**config.mk**
```make
export PLATFORM = sky130hd
export DESIGN_NAME = i80_write_seq
export DESIGN_NICKNAME = d
export VERILOG_FILES = /design/src/rtl/i80_write_seq.sv
export SDC_FILE = /design/constraint.sdc
export NUM_CORES = 1
export LEC_CHECK = 0
export BUFFER_PORTS_ARGS = -buffer_cell sky130_fd_sc_hd__buf_2
export CAP_MARGIN = 15
export CORE_ASPECT_RATIO = 0.6
export CORE_MARGIN = 5
export CORE_UTILIZATION = 49
export CTS_BUF_LIST = sky130_fd_sc_hd__clkbuf_8
export CTS_CLUSTER_SIZE = 24
export DETAILED_ROUTE_END_ITERATION = 8
export HOLD_SLACK_MARGIN = 0.06
export PLACE_DENSITY = 0.78
export SYNTH_ARGS = -nofsm -noshare
export SYNTH_HDL_FRONTEND = slang
export SYNTH_SLANG_ARGS = --single-unit
```
**constraint.sdc**
```tcl
create_clock -name clk -period 2.1 [get_ports clk]
set_input_delay 0.21 -clock clk [delete_from_list [all_inputs] [get_ports clk]]
set_output_delay 0.21 -clock clk [all_outputs]
set_load 0.01 [all_outputs]
```
**src/rtl/i80_write_seq.sv**
```systemverilog
module i80_write_seq #(
  parameter int AW = 8,
  parameter int DW = 16,
  parameter int TW = 4
) (
  input  logic          clk,
  input  logic          rst_n,
  input  logic          req_valid,
  output logic          req_ready,
  input  logic [AW-1:0] req_addr,
  input  logic [DW-1:0] req_data,
  input  logic [TW-1:0] cfg_cs_setup,
  input  logic [TW-1:0] cfg_wr_setup,
  input  logic [TW-1:0] cfg_wr_active,
  input  logic [TW-1:0] cfg_wr_hold,
  output logic [AW-1:0] bus_addr,
  output logic          bus_cs_n,
  output logic          bus_we_n,
  output logic [DW-1:0] bus_data
);

  typedef enum logic [2:0] {S_IDLE, S_ADDR, S_SEL, S_STRB, S_HOLD} phase_e;

  phase_e        st;
  logic [TW-1:0] cnt;
  logic [TW-1:0] t_sel, t_strb, t_hold;
  logic [DW-1:0] pend;
  logic          last;

  assign last      = (cnt == '0);
  assign req_ready = (st == S_IDLE);
  assign bus_cs_n  = (st == S_IDLE) || (st == S_ADDR);
  assign bus_we_n  = (st != S_STRB);

  always_ff @(posedge clk or negedge rst_n) begin
    if (!rst_n) begin
      st       <= S_IDLE;
      cnt      <= '0;
      t_sel    <= '0;
      t_strb   <= '0;
      t_hold   <= '0;
      pend     <= '0;
      bus_addr <= '0;
      bus_data <= '0;
    end else begin
      case (st)
        S_IDLE: if (req_valid) begin
          bus_addr <= req_addr;
          pend     <= req_data;
          cnt      <= cfg_cs_setup;
          t_sel    <= cfg_wr_setup;
          t_strb   <= cfg_wr_active;
          t_hold   <= cfg_wr_hold;
          st       <= S_ADDR;
        end
        S_ADDR: if (last) begin
          cnt <= t_sel;
          st  <= S_SEL;
        end else cnt <= cnt - 1'b1;
        S_SEL: if (last) begin
          cnt      <= t_strb;
          bus_data <= pend;
          st       <= S_STRB;
        end else cnt <= cnt - 1'b1;
        S_STRB: if (last) begin
          cnt <= t_hold;
          st  <= S_HOLD;
        end else cnt <= cnt - 1'b1;
        S_HOLD: if (last) st <= S_IDLE;
                else cnt <= cnt - 1'b1;
        default: st <= S_IDLE;
      endcase
    end
  end


  a_r10_strobe_inside_select: assert property (@(posedge clk) disable iff (!rst_n)
    !bus_we_n |-> !bus_cs_n);

  a_r8_busy_after_accept: assert property (@(posedge clk) disable iff (!rst_n)
    (req_valid && req_ready) |=> (!req_ready && bus_cs_n));
  a_r8_idle_gap: assert property (@(posedge clk) disable iff (!rst_n)
    $rose(bus_cs_n) |=> bus_cs_n);

  a_r2_addr_stable: assert property (@(posedge clk) disable iff (!rst_n)
    (!req_ready && $past(!req_ready)) |-> $stable(bus_addr));

  a_r6_data_after_strobe: assert property (@(posedge clk) disable iff (!rst_n)
    (!bus_cs_n && $past(!bus_cs_n) && $past(bus_we_n == 1'b0 || bus_data == bus_data) && bus_we_n && $past(!bus_we_n)) |-> $stable(bus_data));
  a_r6_data_in_strobe: assert property (@(posedge clk) disable iff (!rst_n)
    (!bus_we_n && $past(!bus_we_n)) |-> $stable(bus_data));

  a_r5_release_after_strobe: assert property (@(posedge clk) disable iff (!rst_n)
    $rose(bus_cs_n) |-> $past(bus_we_n));

  a_r9_idle_hold: assert property (@(posedge clk) disable iff (!rst_n)
    (req_ready && $past(req_ready) && $past(!req_valid)) |-> ($stable(bus_addr) && $stable(bus_data)));

endmodule

```
==> results of run 1 <==
registers in the layout, summed over array words and instances (netlist names):
signal	count
bus_addr	8
bus_data	16
cnt	4
pend	16
st	3
t_hold	4
t_sel	4
t_strb	4
timing repair:
| item | 4_1_cts | 5_1_grt |
|---|---|---|
| setup endpoints to repair | 13 | 8 |
| gates resized for setup | 2 | 0 |
| hold endpoints to repair | 23 | 0 |
| gates cloned | 1 | 0 |
| pin swaps | 1 | 1 |
| hold buffers | 1 | 0 |
cell usage in the layout (no fill, tap or decap), drive strengths merged, types with 2 or more instances in the layout:
| cell type | instances |
|---|---|
| nor3b | 2 |
| nor2 | 6 |
| dfrtp | 59 |
| nand2 | 5 |
| a21oi | 6 |
| nand3 | 4 |
| bufinv | 3 |
| mux2 | 52 |
| ha | 2 |
| mux2i | 7 |
| buf | 84 |
| xor2 | 2 |
| clkbuf | 10 |
| or4b | 2 |
| inv | 6 |
| o21ai | 8 |
| a2bb2oi | 2 |
synth_stat cells, types with 4 or more instances:
| master | instances | area (um^2) |
|---|---|---|
| a21oi_1 | 6 | 30.0 |
| buf_2 | 5 | 25.0 |
| clkbuf_1 | 5 | 18.8 |
| dfrtp_1 | 59 | 1480 |
| inv_1 | 5 | 18.8 |
| mux2_2 | 42 | 473 |
| mux2_4 | 10 | 150 |
| mux2i_1 | 7 | 70.1 |
| nand2_1 | 5 | 18.8 |
| nand3_1 | 4 | 20.0 |
| nor2_1 | 6 | 22.5 |
| o21ai_0 | 8 | 40.0 |
worst max-delay path, stage by stage, from the launching register on:
cell and delay, ns:
dfrtp_1 0.39, inv_2 0.08, ha_4 0.13, or3b_4 0.39, or4b_4 0.61, mux2_4 0.34
worst max-delay path by stage:
stage	from	endpoint	slack, ns	cells past startpoint
2_1_floorplan	cnt[0]$_DFFE_PN0P_	bus_data[0]$_DFFE_PN0P_	-0.09	7
3_5_place_dp	cnt[1]$_DFFE_PN0P_	bus_data[10]$_DFFE_PN0P_	-0.01	5
6_report	cnt[0]$_DFFE_PN0P_	bus_data[12]$_DFFE_PN0P_	0.04	5
3_3_place_gp	cnt[1]$_DFFE_PN0P_	bus_data[9]$_DFFE_PN0P_	0.02	5
5_1_grt	cnt[0]$_DFFE_PN0P_	bus_data[13]$_DFFE_PN0P_	0.01	5
4_1_cts	cnt[0]$_DFFE_PN0P_	bus_data[12]$_DFFE_PN0P_	0.01	5
through the flow:
stage | hold WS (ns) | instance area (um^2) | setup WS [ns]
6_report | 0.104 | 3400 | 0.0423
5_1_grt | 0.0974 | 3400 | 0.0125
4_1_cts | 0.0877 | 3400 | 0.00999
3_3_place_gp | 0.224 | 3120 | 0.0216
3_5_place_dp | 0.220 | 3120 | -0.0112
2_1_floorplan | -0.0856 | 2660 | -0.0901
power breakdown:
part	switching (mW)	internal, mW	total (mW)	leakage (nW)
registers	0.263	1.65	1.91	0.735
logic	0.826	0.995	1.82	0.855
clock network	0.455	0.822	1.28	0.123
per-layer routing:
metal  wire length (um)  part of all wire
met1               2580              0.46
met2               2420              0.43
met3                496             0.088
met4                107             0.019
met5                  0                 0
kinds of logic (layout without fill, tap and decap cells):
logic type	Yosys count	in the layout
flops	59	59
simple gates	25	26
buf+inv	18	106
xor+xnor	2	2
fa+ha+maj	2	2
mux	59	59
compound gates	27	27
final cells by class:
cell class / count / share of cell area
timing repair buffer: 85 / 0.141
clock inverter: 6 / 0.0328
inverter: 5 / 0.00553
tap: 66 / 0.0243
sequential: 59 / 0.435
multi-input combinational: 116 / 0.321
clock buffer: 10 / 0.0405
==> results by group, run 1 <==
Die
  • Core Rows: 20
  • Die H: 66.9 um
  • I/O pin total: 70
  • Die X: 105 um
  • Core Area: 0.00513 mm^2
  • Initial Utilization: 0.515
  • Die Footprint: 0.00701 mm^2

Route
  • Number of DRC markers in iteration 0: 99
  • DRC: 0
  • Vias: 1813
  • Final antenna-violating net count: 0
  • Via density per instance: 5.22
  • Drt pass-1 iters: 4
  • Avg WL per Cell: 16.2 um
  • Wirelength, routed: 5610 um

GRT
  • Gr busiest metal: met2
  • Grt met1 use: 0.225
  • Largest net degree at the start of global routing: 26
  • Antenna violations before repair: 0
  • GR Util met2: 0.250
  • Total track usage: 0.172
  • Met3 usage: 0.0707
  • Global-route wire length before repair: 9320 um
  • Vias in the first global route: 1910
  • GRT overflow: 0

Yosys
  • Synthesized area per cell: 13.8 um^2
  • Top_reg_cell synth: dfrtp_1
  • Synth Warn #: 0
  • Post-Syn Area: 0.00264 mm^2
  • Cells after synthesis: 192
  • Ys async rst share: 1.00
  • Syn Nets: 237
  • Largest family of logic cells by synthesized area: multiplexers
  • Post-synthesis sequential area ratio: 0.559
  • Yosys reg bits: 59
  • Synth Area in XOR/XNOR: 0.00663
  • Post-synthesis mux area share: 0.262
  • Netlist cell types: 37
  • Post-Synth Adder-Cell Area: 0.00947
  • Simple-gate share of the synthesized area: 0.0540
  • Post-synth EDFFs: 0
  • Synth Area in Compound Gates: 0.0691

Critical path
  • Worst Setup End Kind: flip-flop
  • Register-to-register setup slack: 0.04 ns
  • Reg-to-reg critical path endpoint: bus_data[12]$_DFFE_PN0P_
  • Reg2reg path depth: 5
  • Arrival time of the worst setup path: 2.27 ns
  • R2R Path Start: cnt[0]$_DFFE_PN0P_
  • Worst Path Max Fanout: 8
  • Critical Path RT: 2.31 ns
  • Kind of critical path: reg -> reg
  • Startpoint Class: flip-flop

CTS
  • CTS max path bufs: 2
  • Postcts setup bufs: 0
  • Clk_lat worst skew: 0.33 ns
  • Clock tree root buffer cell: clkbuf_8
  • H-tree depth: 3
  • Total CTS buffers: 9
  • CTS sink cnt: 59
  • Worst-path clk slew: 0.07 ns
  • TritonCTS clock tree: yes

Hold path
  • WHS Endpoint: pend[8]$_DFFE_PN0P_
  • Worst hold start: req_data[8]
  • Hold depth: 2
  • Hold Crit Class: in -> reg

STA
  • Final Cycle Share: 0.980
  • Final Hold Viols: 0
  • Pins Over Slew Limit: 0
  • Slew margin rel.: 0.642
  • Clock skew: 0.00624 ns
  • Unrepaired setup endpoints after global routing: no
  • Worst-margin pin slew: 0.537 ns
  • Tmin final: 2.06 ns
  • Fmax: 486 MHz
  • Final Setup Violations: 0
  • Setup_tns: 0 ns

Status
  • Status: complete, no violations

Finish
  • Layout fillers: 396
  • Layout cells sized above 1: 0.577
  • Fin nets: 321
  • Syn-to-layout area delta: 28.5%
  • # diodes: 0
  • Util after Layout: 0.662
  • Register Area: 0.00148 mm^2
  • Fin cells: 347
  • Area of the multi-input gates: 0.00109 mm^2

Pwr
  • Total chip power: 5.01 mW
  • Leak pwr: 1.71 nW
  • Pwr dens: 1480 mW/mm^2
  • Max VDD drop: 0.000705 V

Placement
  • HPWL after DPL: 4020 um
  • Post-Place Cells: 329
  • IO Port Bufs: 69
  • Routability Congestion: 0.824

Flow run
  • Max-cap violation count: 0
No activity file was read; power rests on OpenSTA's default activity.
==> run 2, diff against run 1 <==
--- a/config.mk
+++ b/config.mk
@@ -9,12 +9,12 @@
 export CAP_MARGIN = 15
 export CORE_ASPECT_RATIO = 0.6
 export CORE_MARGIN = 5
-export CORE_UTILIZATION = 49
+export CORE_UTILIZATION = 58
 export CTS_BUF_LIST = sky130_fd_sc_hd__clkbuf_8
 export CTS_CLUSTER_SIZE = 24
 export DETAILED_ROUTE_END_ITERATION = 8
 export HOLD_SLACK_MARGIN = 0.06
-export PLACE_DENSITY = 0.78
+export PLACE_DENSITY = 0.87
 export SYNTH_ARGS = -nofsm -noshare
 export SYNTH_HDL_FRONTEND = slang
 export SYNTH_SLANG_ARGS = --single-unit
==> constraint.sdc (replaced) <==
create_clock -name clk -period 2.4 [get_ports clk]
set_input_delay 0.24 -clock clk [delete_from_list [all_inputs] [get_ports clk]]
set_output_delay 0.24 -clock clk [all_outputs]
set_load 0.01 [all_outputs]
==> run 2 against run 1 <==
Against the previous run: cell area down 3.8%; cell count down 4.0%; critical endpoint is now bus_data[9]$_DFFE_PN0P_; count of clock-buffer cells in the layout up 3; total power down 17%; clock skew down 0.0013 ns; non-clock buffer count down 10; via count up 0.33%; sequential share of layout area up 1.7 points; routed wire length up 1.2%; hold slack worse by 0.065 ns; clock power down 26%; die area down 14%.
==> results by group, run 2 (synthesized netlist as in run 1, its figures left out) <==
Status
  • Status: complete, no violations

CTS
  • Clk_lat worst skew: 0.33 ns
  • CTS max path bufs: 2
  • Post-CTS sizing: 0
  • Hold Buf Count CTS: 0
  • H-tree depth: 3
  • CTS sink cnt: 59
  • Worst-path clk slew: 0.06 ns
  • TritonCTS clock tree: yes
  • Clock tree root buffer cell: clkbuf_8
  • Total CTS buffers: 9
  • Postcts setup bufs: 0

STA
  • Fmax: 435 MHz
  • Pins Over Slew Limit: 0
  • Worst-margin pin slew: 0.723 ns
  • Tmin final: 2.30 ns
  • Slew margin rel.: 0.518
  • Final Hold Viols: 0
  • Unrepaired setup endpoints after global routing: no
  • Final Cycle Share: 0.958
  • Clock skew: 0.00493 ns
  • Final Setup Violations: 0
  • Setup_tns: 0 ns

Route
  • Drt pass-1 iters: 5
  • Final antenna-violating net count: 0
  • Via density per instance: 5.46
  • Vias: 1819
  • Avg WL per Cell: 17.0 um
  • Number of DRC markers in iteration 0: 144
  • Wirelength, routed: 5680 um
  • DRC: 0

Finish
  • Layout cells sized above 1: 0.556
  • Commonest non-fill, non-tap cell in the layout: buf_2
  • Util after Layout: 0.727
  • Layout fillers: 314
  • Syn-to-layout area delta: 23.7%
  • # diodes: 0
  • Fin nets: 311
  • Top Registers: bus_data (16), pend (16), bus_addr (8)
  • Most frequent cells in the layout: 69 x buf_2, 59 x dfrtp_1, 42 x mux2_2, 13 x clkbuf_8, 10 x mux2_4

GRT
  • GRT overflow: 0
  • Total track usage: 0.196
  • Largest net degree at the start of global routing: 60
  • Vias in the first global route: 1906
  • Global-route wire length before repair: 9330 um
  • Antenna violations before repair: 0

Placement
  • IO Port Bufs: 69
  • HPWL after DPL: 3810 um
  • Routability Congestion: 0.835

Pwr
  • Leak pwr: 1.65 nW
  • Pwr dens: 1270 mW/mm^2
  • Max VDD drop: 0.000748 V

Critical path
  • Slowest CP cell: or4b_4
  • Sequence of cells on the critical path: inv_1 -> ha_2 -> or3b_4 -> or4b_4 -> mux2_4
  • Worst Path Max Fanout: 8
  • Startpoint Class: flip-flop
  • Arrival time of the worst setup path: 2.51 ns
  • Crit path largest cell delay: 0.65 ns
  • Kind of critical path: reg -> reg
  • Worst Setup End Kind: flip-flop
  • Register-to-register setup slack: 0.10 ns
  • Critical Path RT: 2.61 ns

Flow run
  • Max-cap violation count: 0

Die
  • Die X: 97.1 um
  • Core Rows: 19
  • Initial Utilization: 0.588
  • Die Footprint: 0.00605 mm^2
  • I/O pin total: 70
  • Core Area: 0.00449 mm^2
  • Die H: 62.3 um

Hold path
  • Hold Crit Class: in -> async
-- run 2: area by class of cell --
| cell class | count | area, um^2 | area share |
|---|---|---|---|
| clock buffer | 13 | 179 | 0.0547 |
| tap | 63 | 78.8 | 0.0241 |
| multi-input combinational | 116 | 1080 | 0.330 |
| clock inverter | 2 | 33.8 | 0.0103 |
| sequential | 59 | 1480 | 0.452 |
| inverter | 5 | 18.8 | 0.00574 |
| timing repair buffer | 75 | 403 | 0.123 |
-- run 2: path summary, 6_finish.rpt --
kind / startpoint / endpoint / cells past startpoint
hold / removal: rst_n / t_hold[0]$_DFFE_PN0P_ / 2
hold reg to reg: pend[12]$_DFFE_PN0P_ / bus_data[12]$_DFFE_PN0P_ / 1
min in group clk: req_data[10] / pend[10]$_DFFE_PN0P_ / 2
setup reg to reg: cnt[1]$_DFFE_PN0P_ / bus_data[9]$_DFFE_PN0P_ / 5
setup / recovery: cnt[1]$_DFFE_PN0P_ / bus_data[9]$_DFFE_PN0P_ / 5
max in group asynchronous: rst_n / t_sel[2]$_DFFE_PN0P_ / 2
-- run 2: per-layer routing --
layer / global-route usage / routed length, um / vias to the layer above
li1: - / - / 844
met1: 0.255 / 2500 / 879
met2: 0.295 / 2550 / 88
met3: 0.0940 / 573 / 8
met4: 0.0560 / 53 / 0
met5: 0 / 0 / -
-- run 2: worst max-delay path: cells and delay by family, from the launching register on --
kind	cells	cell delay, ns
and+or+nand+nor	2	1.08
DFF	1	0.41
muxes	1	0.34
adders and majority gates	1	0.22
buffers and inverters	1	0.13
-- run 2: stage by stage --
step	hold slack, ns	std cells	power, mW	setup WS (ns)	area, um^2
2_1_floorplan	-0.0556	192	2.70	0.165	2640
3_3_place_gp	0.425	317	3.09	0.195	3040
3_5_place_dp	0.431	317	3.18	0.0721	3040
4_1_cts	0.0683	332	4.15	0.0323	3250
5_1_grt	0.102	333	4.43	0.0382	3270
6_report	0.0395	333	4.14	0.100	3270
-- run 2: power by group --
part	internal [mW]	switching (mW)	leakage (nW)	total [mW]
clock network	0.584	0.366	0.113	0.950
logic	0.801	0.685	0.806	1.49
registers	1.44	0.264	0.735	1.71
==> run 3, diff against run 2 <==
--- a/config.mk
+++ b/config.mk
@@ -9,12 +9,11 @@
 export CAP_MARGIN = 15
 export CORE_ASPECT_RATIO = 0.6
 export CORE_MARGIN = 5
-export CORE_UTILIZATION = 58
+export CORE_UTILIZATION = 35
 export CTS_BUF_LIST = sky130_fd_sc_hd__clkbuf_8
 export CTS_CLUSTER_SIZE = 24
 export DETAILED_ROUTE_END_ITERATION = 8
 export HOLD_SLACK_MARGIN = 0.06
-export PLACE_DENSITY = 0.87
 export SYNTH_ARGS = -nofsm -noshare
 export SYNTH_HDL_FRONTEND = slang
 export SYNTH_SLANG_ARGS = --single-unit
==> run 3 against run 2 <==
Against the previous run: register-to-register slack gained 0.02 ns; count of clock-buffer cells in the layout shrank 3; cell area grew 0.92%; hold slack got worse by 0.0076 ns; core utilization shrank 28 points; clock power shrank 6.2%; critical path depth unchanged; sequential cell count did not move; die area is 56% higher; cell count grew 13%; non-clock buffer count unchanged; first-iteration DRC count fell by 44%; highest routed layer unchanged.
==> results by group, run 3 (synthesized netlist as in run 1, its figures left out) <==
Die
  • Initial Utilization: 0.362
  • Core Rows: 24
  • Die H: 77.3 um
  • Die Footprint: 0.00944 mm^2
  • I/O pin total: 70
  • Core Area: 0.00730 mm^2
  • Die X: 122 um

Hold path
  • Hold Crit Class: in -> async

Finish
  • # diodes: 0
  • Post-route design area: 0.00330 mm^2
  • Commonest non-fill, non-tap cell in the layout: buf_2
  • Util after Layout: 0.452
  • Syn-to-layout area delta: 24.8%
  • Fin cells: 375
  • Most frequent cells in the layout: 69 x buf_2, 59 x dfrtp_1, 42 x mux2_2, 10 x mux2_4, 10 x clkbuf_8
  • Layout cells sized above 1: 0.554
  • Layout fillers: 709
  • Fin nets: 311
  • Top Registers: bus_data (16), pend (16), bus_addr (8)

Pwr
  • Internal power: 2.74 mW
  • Net Switching: 1.32 mW
  • Switch share: 0.326
  • Gate power share: 0.361
  • Pwr dens: 1230 mW/mm^2
  • Max VDD drop: 0.000619 V
  • Clock Power Share: 0.219
  • Sequential power share: 0.420
  • Leak pwr: 1.65 nW

Placement
  • Placed Area: 0.00309 mm^2
  • Post-Place Cells: 358
  • HPWL after DPL: 3990 um
  • Routability Congestion: 0.813
  • IO Port Bufs: 69

CTS
  • Total CTS buffers: 9
  • Clk_lat worst skew: 0.34 ns
  • Worst-path clk slew: 0.06 ns
  • CTS sink cnt: 59
  • Postcts setup bufs: 0
  • Clock tree root buffer cell: clkbuf_8
  • CTS max path bufs: 2
  • Post-CTS sizing: 0
  • TritonCTS clock tree: yes
  • Hold Buf Count CTS: 0
  • H-tree depth: 3

GRT
  • GRT overflow: 0
  • Vias in the first global route: 1937
  • Total track usage: 0.133
  • Largest net degree at the start of global routing: 60
  • Global-route wire length before repair: 9650 um
  • Antenna violations before repair: 0

STA
  • Unrepaired setup endpoints after global routing: no
  • Final Setup Violations: 0
  • Fmax: 439 MHz
  • Tmin final: 2.28 ns
  • Pins Over Slew Limit: 0
  • Worst-margin pin slew: 0.745 ns
  • Final Cycle Share: 0.949
  • Clock skew: 0.00873 ns
  • Slew margin rel.: 0.504
  • Final Hold Viols: 0
  • Min Hold Slack: 0.0319 ns
  • Setup_tns: 0 ns

Route
  • Via density per instance: 4.76
  • DRC: 0
  • Number of DRC markers in iteration 0: 80
  • Avg WL per Cell: 15.9 um
  • Wirelength, routed: 5960 um
  • Final antenna-violating net count: 0
  • Vias: 1784
  • Drt pass-1 iters: 4

Critical path
  • Startpoint Class: flip-flop
  • Slowest CP cell: or4b_4
  • Worst Setup End Kind: flip-flop
  • Crit path largest cell delay: 0.66 ns
  • Sequence of cells on the critical path: inv_2 -> ha_1 -> or3b_4 -> or4b_4 -> mux2_4
  • Kind of critical path: reg -> reg
  • Worst Path Max Fanout: 8
  • Arrival time of the worst setup path: 2.50 ns
  • Critical Path RT: 2.62 ns

Flow run
  • Max-cap violation count: 0

Status
  • Status: complete, no violations
-- run 3: metrics by stage --
step	worst slack [ns]	power, mW
after floorplan	0.165	2.70
after global placement	0.128	3.14
after detailed placement	0.100	3.18
after CTS	0.0665	4.10
after global routing	0.0385	4.36
final	0.124	4.06
-- run 3: area by class of cell --
cell class	instances	area (um^2)	share of cell area
well taps	104	130	0.0395
multi-input cells	116	1080	0.326
repair buffers	75	403	0.122
flip-flops and latches	59	1480	0.448
inverters	5	18.8	0.00569
clock buffers	10	138	0.0417
clock inverters	6	56.3	0.0171
-- run 3: power groups by stage --
stage          combinational, mW  clock [mW]  sequential (mW)
6_report                    1.46       0.891             1.70
5_1_grt                     1.63       0.961             1.77
4_1_cts                     1.46       0.929             1.71
3_5_place_dp                1.46           0             1.72
3_3_place_gp                1.43           0             1.71
2_1_floorplan              0.974           0             1.72
-- run 3: critical path: cells and delay by family (launching register included) --
kind,cells,cell delay [ns]
buffers and inverters,1,0.11
AND/OR/NAND/NOR,2,1.10
flip-flops,1,0.43
adder cells (fa/ha/maj),1,0.19
multiplexers,1,0.34
-- run 3: path summary, 6_finish.rpt --
path                                      start                       end  slack [ns]  cells past startpoint
max in group asynchronous                 rst_n      pend[10]$_DFFE_PN0P_        1.85                      2
max                          cnt[0]$_DFFE_PN0P_  bus_data[13]$_DFFE_PN0P_        0.12                      5
min in group clk               cfg_wr_active[3]     t_strb[3]$_DFFE_PN0P_        0.13                      2
max reg2reg                  cnt[0]$_DFFE_PN0P_  bus_data[13]$_DFFE_PN0P_        0.12                      5
min                                       rst_n     t_hold[2]$_DFFE_PN0P_        0.03                      2
min reg2reg                pend[10]$_DFFE_PN0P_  bus_data[10]$_DFFE_PN0P_        0.50                      1
-- run 3: per-layer routing --
metal	GRT usage	vias up	wire length, um
li1	-	848	-
met1	0.180	864	2860
met2	0.182	67	2510
met3	0.0706	5	537
met4	0.0469	0	57
met5	0	-	0
